$ cat config.mk
export PLATFORM = sky130hd
export DESIGN_NAME = slot_rom_ctrl
export DESIGN_NICKNAME = d
export VERILOG_FILES = /design/src/rtl/slot_rom_pkg.sv /design/src/rtl/slot_bus_decode.sv /design/src/rtl/slot_model_detect.sv /design/src/rtl/slot_ovr_track.sv /design/src/rtl/slot_strobe_gen.sv /design/src/rtl/slot_rom_ctrl.sv
export SDC_FILE = /design/constraint.sdc
export NUM_CORES = 1
export LEC_CHECK = 0
export ABC_CLOCK_PERIOD_IN_PS = 1800
export BUFFER_PORTS_ARGS = -buffer_cell sky130_fd_sc_hd__buf_2
export CAP_MARGIN = 5
export CORE_AREA = 2 2 39 41
export CTS_BUF_LIST = sky130_fd_sc_hd__clkbuf_8
export DETAILED_ROUTE_END_ITERATION = 10
export DIE_AREA = 0 0 41 43
export PLACE_DENSITY = 0.64
export SYNTH_ARGS = -nofsm -noshare
export SYNTH_HDL_FRONTEND = slang
export SYNTH_SLANG_ARGS = --single-unit
$ cat constraint.sdc
create_clock -name clk -period 1.8 [get_ports clk]
set_input_delay 0.27 -clock clk [delete_from_list [all_inputs] [get_ports clk]]
set_output_delay 0.27 -clock clk [all_outputs]
set_load 0.05 [all_outputs]
$ cat src/rtl/slot_rom_pkg.sv
package slot_rom_pkg;
  localparam int ADDR_W = 16;
  localparam int SLOT_W = 3;

  typedef struct packed {
    logic              slot_hit;
    logic [SLOT_W-1:0] slot_num;
    logic              sw_write;
    logic              in_window;
    logic              last_byte;
  } bus_evt_t;
endpackage

$ cat src/rtl/slot_bus_decode.sv
module slot_bus_decode
  import slot_rom_pkg::*;
#(
  parameter int AW = ADDR_W,
  parameter int SW = SLOT_W
) (
  input  logic [AW-1:0] addr,
  input  logic          rd,
  input  logic          phi0,
  output logic          slot_hit,
  output logic [SW-1:0] slot_num,
  output logic          sw_write,
  output logic          in_window,
  output logic          last_byte
);
  localparam logic [3:0]    IO_NIBBLE  = 4'hC;
  localparam logic [AW-5:0] SW_PAGE    = 12'hC00;
  localparam logic [4:0]    WIN_PREFIX = 5'b11001;
  localparam logic [AW-1:0] LAST_ADDR  = 16'hCFFF;

  logic io_space;
  assign io_space = (addr[AW-1:AW-4] == IO_NIBBLE);

  always_comb begin
    slot_hit  = phi0 && io_space && !addr[11] && (addr[10:8] != '0);
    slot_num  = addr[8+SW-1:8];
    sw_write  = phi0 && !rd && (addr[AW-1:4] == SW_PAGE);
    in_window = phi0 && (addr[AW-1:AW-5] == WIN_PREFIX);
    last_byte = phi0 && (addr == LAST_ADDR);
  end
endmodule

$ cat src/rtl/slot_model_detect.sv
module slot_model_detect (
  input  logic clk,
  input  logic rst,
  input  logic sw_write,
  output logic enh_q
);
  always_ff @(posedge clk) begin
    if (rst)           enh_q <= 1'b0;
    else if (sw_write) enh_q <= 1'b1;
  end

  // flag is sticky
  a_r2_sticky: assert property (@(posedge clk) disable iff (rst)
    enh_q |=> enh_q);
  // set follows a soft-switch write
  a_r2_set_cause: assert property (@(posedge clk) disable iff (rst)
    $rose(enh_q) |-> $past(sw_write));
endmodule

$ cat src/rtl/slot_ovr_track.sv
module slot_ovr_track #(
  parameter int SW       = 3,
  parameter int OVR_SLOT = 3
) (
  input  logic          clk,
  input  logic          rst,
  input  logic          slot_hit,
  input  logic [SW-1:0] slot_num,
  input  logic          last_byte,
  input  logic          enh,
  input  logic          c3_sel,
  output logic          ovr_q,
  output logic [SW-1:0] last_q
);
  localparam logic [SW-1:0] OVR_ID = SW'(OVR_SLOT);

  logic own_page, other_page;
  assign own_page   = slot_hit && (slot_num == OVR_ID);
  assign other_page = slot_hit && (slot_num != OVR_ID);

  always_ff @(posedge clk) begin
    if (rst) begin
      ovr_q <= 1'b0;
    end else if (other_page || last_byte) begin
      ovr_q <= 1'b0;
    end else if (own_page && !c3_sel && enh) begin
      ovr_q <= 1'b1;
    end
  end

  always_ff @(posedge clk) begin
    if (rst)           last_q <= '0;
    else if (slot_hit) last_q <= slot_num;
  end

  a_r4_needs_enh: assert property (@(posedge clk) disable iff (rst)
    $rose(ovr_q) |-> $past(enh));
  a_r5_sel_holds: assert property (@(posedge clk) disable iff (rst)
    (own_page && c3_sel) |=> $stable(ovr_q));
  a_r6_other_clears: assert property (@(posedge clk) disable iff (rst)
    other_page |=> !ovr_q);
  a_r7_last_clears: assert property (@(posedge clk) disable iff (rst)
    last_byte |=> !ovr_q);
  a_r8_slot_record: assert property (@(posedge clk) disable iff (rst)
    slot_hit |=> (last_q == $past(slot_num)));
  a_r8_slot_nonzero: assert property (@(posedge clk) disable iff (rst)
    slot_hit |-> (slot_num != '0));
endmodule

$ cat src/rtl/slot_strobe_gen.sv
module slot_strobe_gen (
  input  logic clk,
  input  logic rst,
  input  logic in_window,
  input  logic ovr,
  output logic strobe_n_q
);
  always_ff @(posedge clk) begin
    if (rst) strobe_n_q <= 1'b1;
    else     strobe_n_q <= !(in_window && !ovr);
  end

  // an override in force blocks the strobe on the next cycle
  a_r9_blocked: assert property (@(posedge clk) disable iff (rst)
    ovr |=> strobe_n_q);
endmodule

$ cat src/rtl/slot_rom_ctrl.sv
module slot_rom_ctrl
  import slot_rom_pkg::*;
#(
  parameter int AW        = ADDR_W,
  parameter int SW        = SLOT_W,
  parameter int OVR_SLOT  = 3,
  parameter bit FORCE_ENH = 1'b0
) (
  input  logic          clk,
  input  logic          rst,
  input  logic [AW-1:0] bus_addr,
  input  logic          bus_rd,
  input  logic          bus_phi0,
  input  logic          c3_rom_sel,
  output logic          ovr_active,
  output logic [SW-1:0] last_slot,
  output logic          enh_model,
  output logic          exp_strobe_n
);
  bus_evt_t evt;
  logic     enh;

  slot_bus_decode #(.AW(AW), .SW(SW)) u_dec (
    .addr      (bus_addr),
    .rd        (bus_rd),
    .phi0      (bus_phi0),
    .slot_hit  (evt.slot_hit),
    .slot_num  (evt.slot_num),
    .sw_write  (evt.sw_write),
    .in_window (evt.in_window),
    .last_byte (evt.last_byte)
  );

  generate
    if (FORCE_ENH) begin : g_forced
      logic unused_sw;
      assign unused_sw = evt.sw_write;
      assign enh       = 1'b1;
    end else begin : g_detect
      slot_model_detect u_det (
        .clk      (clk),
        .rst      (rst),
        .sw_write (evt.sw_write),
        .enh_q    (enh)
      );
    end
  endgenerate

  slot_ovr_track #(.SW(SW), .OVR_SLOT(OVR_SLOT)) u_ovr (
    .clk       (clk),
    .rst       (rst),
    .slot_hit  (evt.slot_hit),
    .slot_num  (evt.slot_num),
    .last_byte (evt.last_byte),
    .enh       (enh),
    .c3_sel    (c3_rom_sel),
    .ovr_q     (ovr_active),
    .last_q    (last_slot)
  );

  slot_strobe_gen u_stb (
    .clk        (clk),
    .rst        (rst),
    .in_window  (evt.in_window),
    .ovr        (ovr_active),
    .strobe_n_q (exp_strobe_n)
  );

  assign enh_model = enh;

  // with phase 0 low nothing moves and the strobe stays high
  a_r10_idle: assert property (@(posedge clk) disable iff (rst)
    !bus_phi0 |=> ($stable(ovr_active) && $stable(last_slot) && exp_strobe_n));
  // a strobe implies the override was clear
  a_r9_strobe_src: assert property (@(posedge clk) disable iff (rst)
    !exp_strobe_n |-> $past(!ovr_active && bus_phi0));
endmodule

==> reports/metrics.yaml, run 1 <==
worst_setup_path:
  arrival_ns: 1.32
  ff2ff_setup_slack_ns: 0.87
  worstPathRequired_ns: 1.90
  critical_path_class: "in2reg"
  cp-start-kind: "input port"
  crit_path_max_fanout: 4
  critPathCaptureType: "flip-flop"
grt:
  antenna_found_initial: 0
  grt_max_degree: 7
  grt_pass1_wl_um: 1490
  grt_pass1_vias: 355
  grt_usage_pct: 13.3
  overflow: 0
detailed_routing:
  dr.pass1.iters: 2
  viasPerCell: 4.56
  wire_per_inst_um: 11.1
  drt-total-wl_um: 902
  drt_iter0_markers: 3
  ant_nets: 0
  vias: 369
  drc: 0
cells_and_area:
  diodes: 0
  multi_input_area_um2: 190
  final_nets: 88
  area_delta_synth_final_pct: 61.7
  fillerInstances: 158
  regArea_um2: 120
  final_cell_mix: "buf_2 (26), nand2_1 (7), dfxtp_1 (6)"
  design_area_um2: 502
  post-route-util_pct: 36.3
  fin_cells: 81
  drive_gt1_share_pct: 49.2
  final_common_cell: "buf_2"
yosys:
  syn_nets: 57
  netlist_area_um2: 310
  syn_area_per_cell_um2: 8.62
  yosys_warnings: 0
  ys_seq_elements: 6
  ys_seq_area_share_pct: 38.7
  synth.distinct_cells: 17
  syn_inst: 36
placement:
  gp_congestion: 0.823
  hpwl_um: 745
  dp_slack_ns: 0.362
  dpl_cell_area_um2: 460
  dpl.cell_count: 78
  portBuffers: 26
timing:
  fmax_mhz: 823
  slew_viol_final: 0
  setup-violations-final: 0
  tightestPinTransition_ns: 0.240
  slew_headroom_pct: 83.8
  finalCritPeriodShare_pct: 67.5
  rsz0062_at_grt: "false"
  fin_crit_ns: 1.21
  whs_ns: 0.280
  hold_viol_final: 0
  finalSetupTns_ns: 0
  fin_skew_ns: 0.000199
  fin_ws_ns: 0.586
power:
  power_leakage_nw: 0.217
  powerDensity_nw_per_um2: 756
  power_mw: 0.380
  ir_worst_vdd_mv: 0.405
clock_tree:
  cts-htree-levels: 1
  cts_buffers: 3
  post_cts_resized: 0
  clk_pin_slew_ns: 0.04
  cts_root_buffer: "clkbuf_8"
  postCtsHoldBufs: 0
  cts_sinks: 6
  clockBufferDepth: 2
  cts_setup_buffers: 0
  cts_tree: "yes"
  clock_latency_ns: 0.22
floorplanning:
  ios: 27
  die_w_um: 41
  die_h_um: 43
  core_um2: 1380
  die-area_um2: 1760
  start_util_pct: 22.4
  core.rowCount: 14
hold_path:
  hp-class: "in2reg"
outcome:
  status: "complete, no violations"
job:
  drv_cap: 0
cells in the mapped netlist:
library cell	number	share of area, %
nand4bb_4	1	8.9
or3_1	1	2.0
nand2_1	7	8.5
nand2b_1	1	2.0
and4b_1	1	3.2
a21oi_1	3	4.8
a41oi_1	1	2.8
nand3_1	1	1.6
dfxtp_1	6	39
nor2_1	3	3.6
nor4_1	2	4.0
nand4_1	2	4.0
or3_4	1	3.6
a211oi_1	1	2.4
nor3_1	3	4.8
nand4b_1	1	2.8
or2_2	1	2.0
where the power goes:
part,internal [mW],total [mW],switching [mW]
Sequential,0.134,0.135,0.000248
Clock,0.144,0.201,0.0578
Combinational,0.0226,0.0435,0.0209
worst max-delay path: stages:
cell,delay [ns]
buf_2,0.09
nand4bb_4,0.23
or3_4,0.40
a211oi_1,0.25
nor3_1,0.08
path summary, 6_finish.rpt:
path / from / endpoint / depth (start not counted)
worst min register to register: u_ovr.last_q[1]$_SDFFE_PP0P_ / u_ovr.last_q[1]$_SDFFE_PP0P_ / 2
worst max-delay path: bus_addr[13] / u_ovr.ovr_q$_SDFFE_PP0P_ / 5
worst max register to register: g_detect.u_det.enh_q$_SDFFE_PP0P_ / u_ovr.ovr_q$_SDFFE_PP0P_ / 4
worst min-delay path: rst / u_ovr.last_q[0]$_SDFFE_PP0P_ / 2
registers in the layout, summed over array words and instances (netlist names):
name	cells
u_ovr.ovr_q	1
u_stb.strobe_n_q	1
g_detect.u_det.enh_q	1
u_ovr.last_q	3
cell type report:
class / count / area share (%)
clock buffers: 3 / 8.23
multi-input cells: 30 / 37.9
flip-flops and latches: 6 / 23.9
well taps: 16 / 3.99
repair buffers: 26 / 25.9
per-layer routing:
metal	vias up	global-route usage, %	share of wire [%]
li1	198	-	-
met5	-	0	0
met2	11	18.4	49
met1	158	16.0	42
met3	2	7.85	7.3
met4	0	6.00	1.4
kinds of logic after synthesis:
logic type | share of synthesized area (%)
and+or+nand+nor | 51.2
AOI/OAI and AO/OA | 10.1
DFF | 38.7
Power figures use the tool's default switching activity.
==> run 2, diff against run 1 <==
- ABC_CLOCK_PERIOD_IN_PS: 1800 -> 1200
- clock period: 1.8 -> 1.2 ns (I/O delays scaled with it)
==> run 2 against run 1 <==
Die area is the same; first-iteration DRC count up 33%; combinational power increased by 69%; worst hold slack worse by 0.082 ns; sequential power rose by 50%; design area grew 7.7%; critical path depth stayed put; clock power grew 48%; worst setup slack worse by 0.48 ns; core utilization rose by 2.8 points; count of clock-buffer cells in the layout unchanged; via count grew 6.0%; highest routed layer is now met3.
==> reports/metrics.yaml, run 2 (synthesis results as in run 1) <==
clock_tree:
  clk_pin_slew_ns: 0.04  # about the same
  clockBufferDepth: 2  # unchanged
  cts_root_buffer: "clkbuf_8"
  postCtsHoldBufs: 0  # unchanged
  cts_sinks: 6  # unchanged
  cts-htree-levels: 1  # unchanged
  cts_buffers: 3  # unchanged
  clock_latency_ns: 0.22  # about the same
  cts_tree: "yes"
  post_cts_resized: 0  # unchanged
  cts_setup_buffers: 0  # unchanged
timing:
  fin_crit_ns: 1.10
  hold_viol_final: 0  # unchanged
  fmax_mhz: 912
  fin_skew_ns: 0.00136  # +0.00116 ns
  rsz0062_at_grt: "false"
  setup-violations-final: 0  # unchanged
  slew_viol_final: 0  # unchanged
  slew_headroom_pct: 83.1  # -0.77 points
  tightestPinTransition_ns: 0.252  # +0.0118 ns
  finalCritPeriodShare_pct: 91.3
power:
  power_mw: 0.573  # +51%
  powerDensity_nw_per_um2: 1060  # +40%
  p_switching_mw: 0.115  # +46%
  clkPwrFrac_pct: 52.0  # -1.1 points
  power_leakage_nw: 0.240  # +11%
  p_seq_share_pct: 35.2  # -0.3 points
  switching_share_pct: 20.1  # -0.72 points
  internal_power_mw: 0.458  # +52%
  combPwrFrac_pct: 12.8  # +1.3 points
  ir_worst_vdd_mv: 0.732  # +81%
detailed_routing:
  dr.pass1.iters: 4  # +2
  ant_nets: 0  # unchanged
  drt-total-wl_um: 884  # -2.0%
  vias: 391  # +6.0%
  drt_iter0_markers: 4  # +1
  drc: 0  # unchanged
  wire_per_inst_um: 10.3  # -7.7%
  viasPerCell: 4.55  # -0.20%
grt:
  grt_max_degree: 7  # unchanged
  overflow: 0  # unchanged
  grt_pass1_wl_um: 1570  # +5.1%
  grt_pass1_vias: 367  # +3.4%
  antenna_found_initial: 0  # unchanged
  grt_usage_pct: 13.4  # +0.067 points
cells_and_area:
  final_common_cell: "buf_2"
  area_delta_synth_final_pct: 74.2
  post-route-util_pct: 39.1  # +2.8 points
  largest_register_ffs: 3  # unchanged
  regArea_um2: 121  # +1.0%
  multi_input_area_um2: 190  # unchanged
  regMostFlops: "u_ovr.last_q"
  diodes: 0  # unchanged
  fillerInstances: 155  # -1.9%
  final_nets: 93  # +5.7%
  final_cell_mix: "buf_2 (26), nand2_1 (7), buf_4 (5), dfxtp_1 (5)"
  design_area_um2: 541  # +7.7%
  drive_gt1_share_pct: 54.3  # +5.1 points
floorplanning:
  start_util_pct: 22.4  # unchanged
  ios: 27  # unchanged
  die-area_um2: 1760  # unchanged
  core_um2: 1380  # unchanged
  core.rowCount: 14  # unchanged
  die_h_um: 43  # unchanged
  die_w_um: 41  # unchanged
worst_setup_path:
  critical_path_class: "in2reg"
  worstPathRequired_ns: 1.30  # -0.60 ns
  crit_path_max_fanout: 3  # -1
  cp-start-kind: "input port"
  reg2reg_depth: 4  # unchanged
  arrival_ns: 1.20  # -0.12 ns
  critPathCaptureType: "flip-flop"
outcome:
  status: "complete, no violations"
hold_path:
  hp-class: "in2reg"
  holdPathStages: 2  # unchanged
job:
  drv_cap: 0  # unchanged
placement:
  hpwl_um: 753  # +1.1%
  portBuffers: 26  # unchanged
  gp_congestion: 0.830  # +0.78%
  dpl_cell_area_um2: 499  # +8.4%
## run 2: cell count changes in the layout (fill, tap and decap cells not counted)
| cell | before | now |
|---|---|---|
| dfxtp_2 | 0 | 1 |
| buf_4 | 0 | 5 |
| dfxtp_1 | 6 | 5 |
## run 2: worst paths after layout
| path | slack (ns) | endpoint | startpoint |
|---|---|---|---|
| worst max-delay path | 0.10 | u_ovr.ovr_q$_SDFFE_PP0P_ | bus_addr[13] |
| worst min-delay path | 0.20 | u_ovr.last_q[2]$_SDFFE_PP0P_ | rst |
| worst max register to register | 0.24 | u_ovr.ovr_q$_SDFFE_PP0P_ | g_detect.u_det.enh_q$_SDFFE_PP0P_ |
| worst min register to register | 0.45 | u_ovr.last_q[2]$_SDFFE_PP0P_ | u_ovr.last_q[2]$_SDFFE_PP0P_ |
## run 2: final cells by class
class,instances,area share [%]
tap,16,3.70
sequential,6,22.5
timing repair buffer,31,31.0
clock buffer,3,7.64
multi-input combinational,30,35.2
## run 2: worst max-delay path: stages
cell and delay [ns]:
buf_2 0.09, nand4bb_4 0.22, or3_4 0.38, a211oi_1 0.23, nor3_1 0.08
## run 2: stage by stage
stage | setup TNS [ns] | std cells | worst slack (ns) | hold slack [ns]
global placement | -0.245 | 83 | -0.0937 | 0.423
CTS | 0 | 86 | 0.0986 | 0.193
finish | 0 | 86 | 0.104 | 0.197
detailed placement | -0.353 | 83 | -0.138 | 0.426
global route | 0 | 86 | 0.0507 | 0.201
floorplan | 0 | 36 | 0.00676 | 0.245
## run 2: power groups by stage
stage               logic (mW)  registers, mW  clock network (mW)
global route            0.0811          0.202               0.323
finish                  0.0733          0.202               0.298
floorplan               0.0152          0.208                   0
CTS                     0.0734          0.202               0.304
global placement        0.0730          0.205                   0
detailed placement      0.0732          0.205                   0
## run 2: routing by layer
| layer | GRT usage [%] | routed length (um) |
|---|---|---|
| met1 | 18.2 | 397 |
| met3 | 8.38 | 78 |
| met4 | 2.00 | 0 |
| met2 | 18.1 | 408 |
| met5 | 0 | 0 |
==> run 3, diff against run 2 <==
- PLACE_DENSITY: 0.64 -> 0.65
- SYNTH_HIERARCHICAL: not set -> 1
==> run 3 against run 2 <==
Worst setup slack worse by 0.014 ns; sequential power about the same; non-clock buffer count stayed put; register-to-register slack better by 0.11 ns; clock skew shrank 0.0013 ns; critical path type unchanged; routed wire length is 12% lower; area after synthesis rose by 3.6%; die area did not move; synthesized cell count is 2.8% lower.
==> reports/metrics.yaml, run 3 <==
yosys:
  synthXorXnorAreaFrac_pct: 0  # unchanged
  netlist.area_leader.share_pct: 37.4  # -1.4 points
  syn_inst: 35  # -2.8%
  synth.distinct_cells: 19  # +2
  netlist_area_um2: 322  # +3.6%
  ys_seq_area_share_pct: 37.4  # -1.4 points
  synth_area_leaders: "dfxtp_1 (37%), mux2i_1 (9.3%), buf_4 (7.0%)"
  synth.most_common_cell: "dfxtp_1"
  synth_compound_area_share_pct: 8.17  # -1.9 points
  synth_fa_ha_area_share_pct: 0  # unchanged
  async_reset_ff_share_pct: 0  # unchanged
  synthTopCellsByCount: "dfxtp_1 (6), buf_4 (3), mux2i_1 (3), nor2_1 (3)"
  synth_top_family_by_area: "simple AND/OR/NAND/NOR gates"
  syn_nets: 56  # -1.8%
  synth-edff-count: 0  # unchanged
  yosys_warnings: 6  # +6
  synthSimpleGateAreaFrac_pct: 34.2  # -17 points
  syn_area_per_cell_um2: 9.19  # +6.6%
  synth_largest_area_cell: "dfxtp_1"
  ys_seq_elements: 6  # unchanged
  synth_mux_area_share_pct: 9.34  # +9.3 points
  synth-main-ff-cell: "dfxtp_1"
worst_setup_path:
  critical_path_class: "in2reg"
  cp-start-kind: "input port"
  worstPathRequired_ns: 1.31  # about the same
  arrival_ns: 1.22  # +0.02 ns
  critPathCaptureType: "flip-flop"
  reg2reg_depth: 2  # -2
  r2r_end: "u_ovr/ovr_q$_SDFFE_PP0P_"
  ff2ff_setup_slack_ns: 0.35  # +0.11 ns
  rr_startpoint: "g_detect.u_det/enh_q$_SDFFE_PP0P_"
  crit_path_max_fanout: 2  # -1
clock_tree:
  cts_root_buffer: "clkbuf_8"
  cts_setup_buffers: 0  # unchanged
  clockBufferDepth: 2  # unchanged
  postCtsHoldBufs: 0  # unchanged
  clk_pin_slew_ns: 0.04  # about the same
  clock_latency_ns: 0.22  # about the same
  cts_tree: "yes"
  cts_sinks: 6  # unchanged
  cts_buffers: 3  # unchanged
  cts-htree-levels: 1  # unchanged
grt:
  met1_usage_pct: 12.6  # -5.7 points
  overflow: 0  # unchanged
  met2_usage_pct: 13.4  # -4.7 points
  antenna_found_initial: 0  # unchanged
  met3_usage_pct: 4.71  # -3.7 points
  grt_max_degree: 7  # unchanged
  grt_busiest_layer: "met2"
  grt_pass1_wl_um: 1210  # -23%
  grt_usage_pct: 11.0  # -2.5 points
  grt_pass1_vias: 329  # -10%
placement:
  portBuffers: 26  # unchanged
  gp_congestion: 0.726  # -13%
  hpwl_um: 639  # -15%
power:
  power_mw: 0.579  # +1.0%
  power_leakage_nw: 0.263  # +9.6%
  ir_worst_vdd_mv: 0.411  # -44%
  powerDensity_nw_per_um2: 1060  # -0.38%
floorplanning:
  die-area_um2: 1760  # unchanged
  start_util_pct: 23.2  # +0.81 points
  core.rowCount: 14  # unchanged
  die_w_um: 41  # unchanged
  ios: 27  # unchanged
  core_um2: 1380  # unchanged
  die_h_um: 43  # unchanged
hold_path:
  holdPathStages: 2  # unchanged
  hold_path_end: "u_ovr/last_q[1]$_SDFFE_PP0P_"
  hp-start: "rst"
  hp-class: "in2reg"
timing:
  setup-violations-final: 0  # unchanged
  fmax_mhz: 901  # -1.2%
  whs_ns: 0.185  # -0.0121 ns
  slew_headroom_pct: 80.6  # -2.5 points
  fin_skew_ns: 0.0000924  # -0.00127 ns
  hold_viol_final: 0  # unchanged
  slew_viol_final: 0  # unchanged
  tightestPinTransition_ns: 0.291  # +0.0383 ns
  finalCritPeriodShare_pct: 92.5  # +1.1 points
  rsz0062_at_grt: "true"
  fin_crit_ns: 1.11  # +0.0137 ns
detailed_routing:
  dr.pass1.iters: 2  # -2
  drt_iter0_markers: 2  # -2
  ant_nets: 0  # unchanged
  wire_per_inst_um: 9.62  # -6.4%
  drc: 0  # unchanged
  vias: 369  # -5.6%
  viasPerCell: 4.56  # +0.20%
  drt-total-wl_um: 779  # -12%
job:
  drv_cap: 0  # unchanged
cells_and_area:
  area_delta_synth_final_pct: 70.4
  final_common_cell: "buf_2"
  final_cell_mix: "buf_2 (25), dfxtp_1 (6), buf_4 (5)"
  final_nets: 88  # -5.4%
  diodes: 0  # unchanged
  fillerInstances: 144  # -7.1%
  regMostFlops: "u_ovr/last_q"
  drive_gt1_share_pct: 60.0  # +5.7 points
  largest_register_ffs: 3  # unchanged
outcome:
  status: "complete, no violations"
-- run 3: power breakdown --
| group | switching [mW] | total [mW] | internal [mW] |
|---|---|---|---|
| Sequential | 0.000371 | 0.202 | 0.201 |
| Clock | 0.0896 | 0.305 | 0.216 |
| Combinational | 0.0310 | 0.0716 | 0.0406 |
| Total | 0.121 | 0.579 | 0.458 |
-- run 3: how the worst max path moves through the flow --
stage | slack [ns] | to | from
global route | -0.006 | u_ovr/ovr_q$_SDFFE_PP0P_ | bus_addr[13]
CTS | 0.06 | u_ovr/ovr_q$_SDFFE_PP0P_ | bus_addr[13]
global placement | -0.20 | u_ovr/ovr_q$_SDFFE_PP0P_ | bus_addr[13]
detailed placement | -0.26 | u_ovr/ovr_q$_SDFFE_PP0P_ | bus_addr[13]
floorplan | -0.15 | u_ovr/ovr_q$_SDFFE_PP0P_ | bus_addr[13]
finish | 0.09 | u_ovr/ovr_q$_SDFFE_PP0P_ | bus_addr[13]
-- run 3: layout make-up --
class / count / area (um^2) / share of cell area, %
clock buffers: 3 / 41.3 / 7.53
well taps: 16 / 20.0 / 3.65
flip-flops and latches: 6 / 120 / 21.9
multi-input cells: 23 / 185 / 33.8
inverters: 2 / 7.51 / 1.37
repair buffers: 31 / 174 / 31.7
-- run 3: what timing repair did --
| action | 4_1_cts | 5_1_grt |
|---|---|---|
| cloned | 0 | 0 |
| pin swaps | 0 | 0 |
| setup endpoints to repair | 2 | 1 |
| gates resized for setup | 1 | 4 |
-- run 3: critical path: stages --
cell	delay, ns
buf_6	0.09
and4bb_1	0.28
nand2_2	0.09
nor3_4	0.17
a31oi_1	0.10
a2111oi_1	0.30
-- run 3: stage by stage --
stage	TNS (ns)	cells	utilization [%]	instance area, um^2	setup WS, ns
CTS	0	81	38.2	528	0.0601
global route	-0.00565	81	39.6	548	-0.00565
detailed placement	-0.996	78	34.8	482	-0.255
finish	0	81	39.6	548	0.0904
floorplan	-0.164	35	-	322	-0.150
global placement	-0.740	78	34.8	482	-0.204
-- run 3: logic make-up (layout without fill, tap and decap cells) --
logic type             Yosys count  in the layout
buffers and inverters            6             36
multiplexers                     3              3
AO/OA/AOI/OAI                    3              3
AND/OR/NAND/NOR                 17             17
flip-flops                       6              6
-- run 3: routing by layer --
metal,share of wire (%),vias up
met2,45,25
li1,-,186
met1,41,155
met4,3.2,0
met5,0,-
met3,11,3
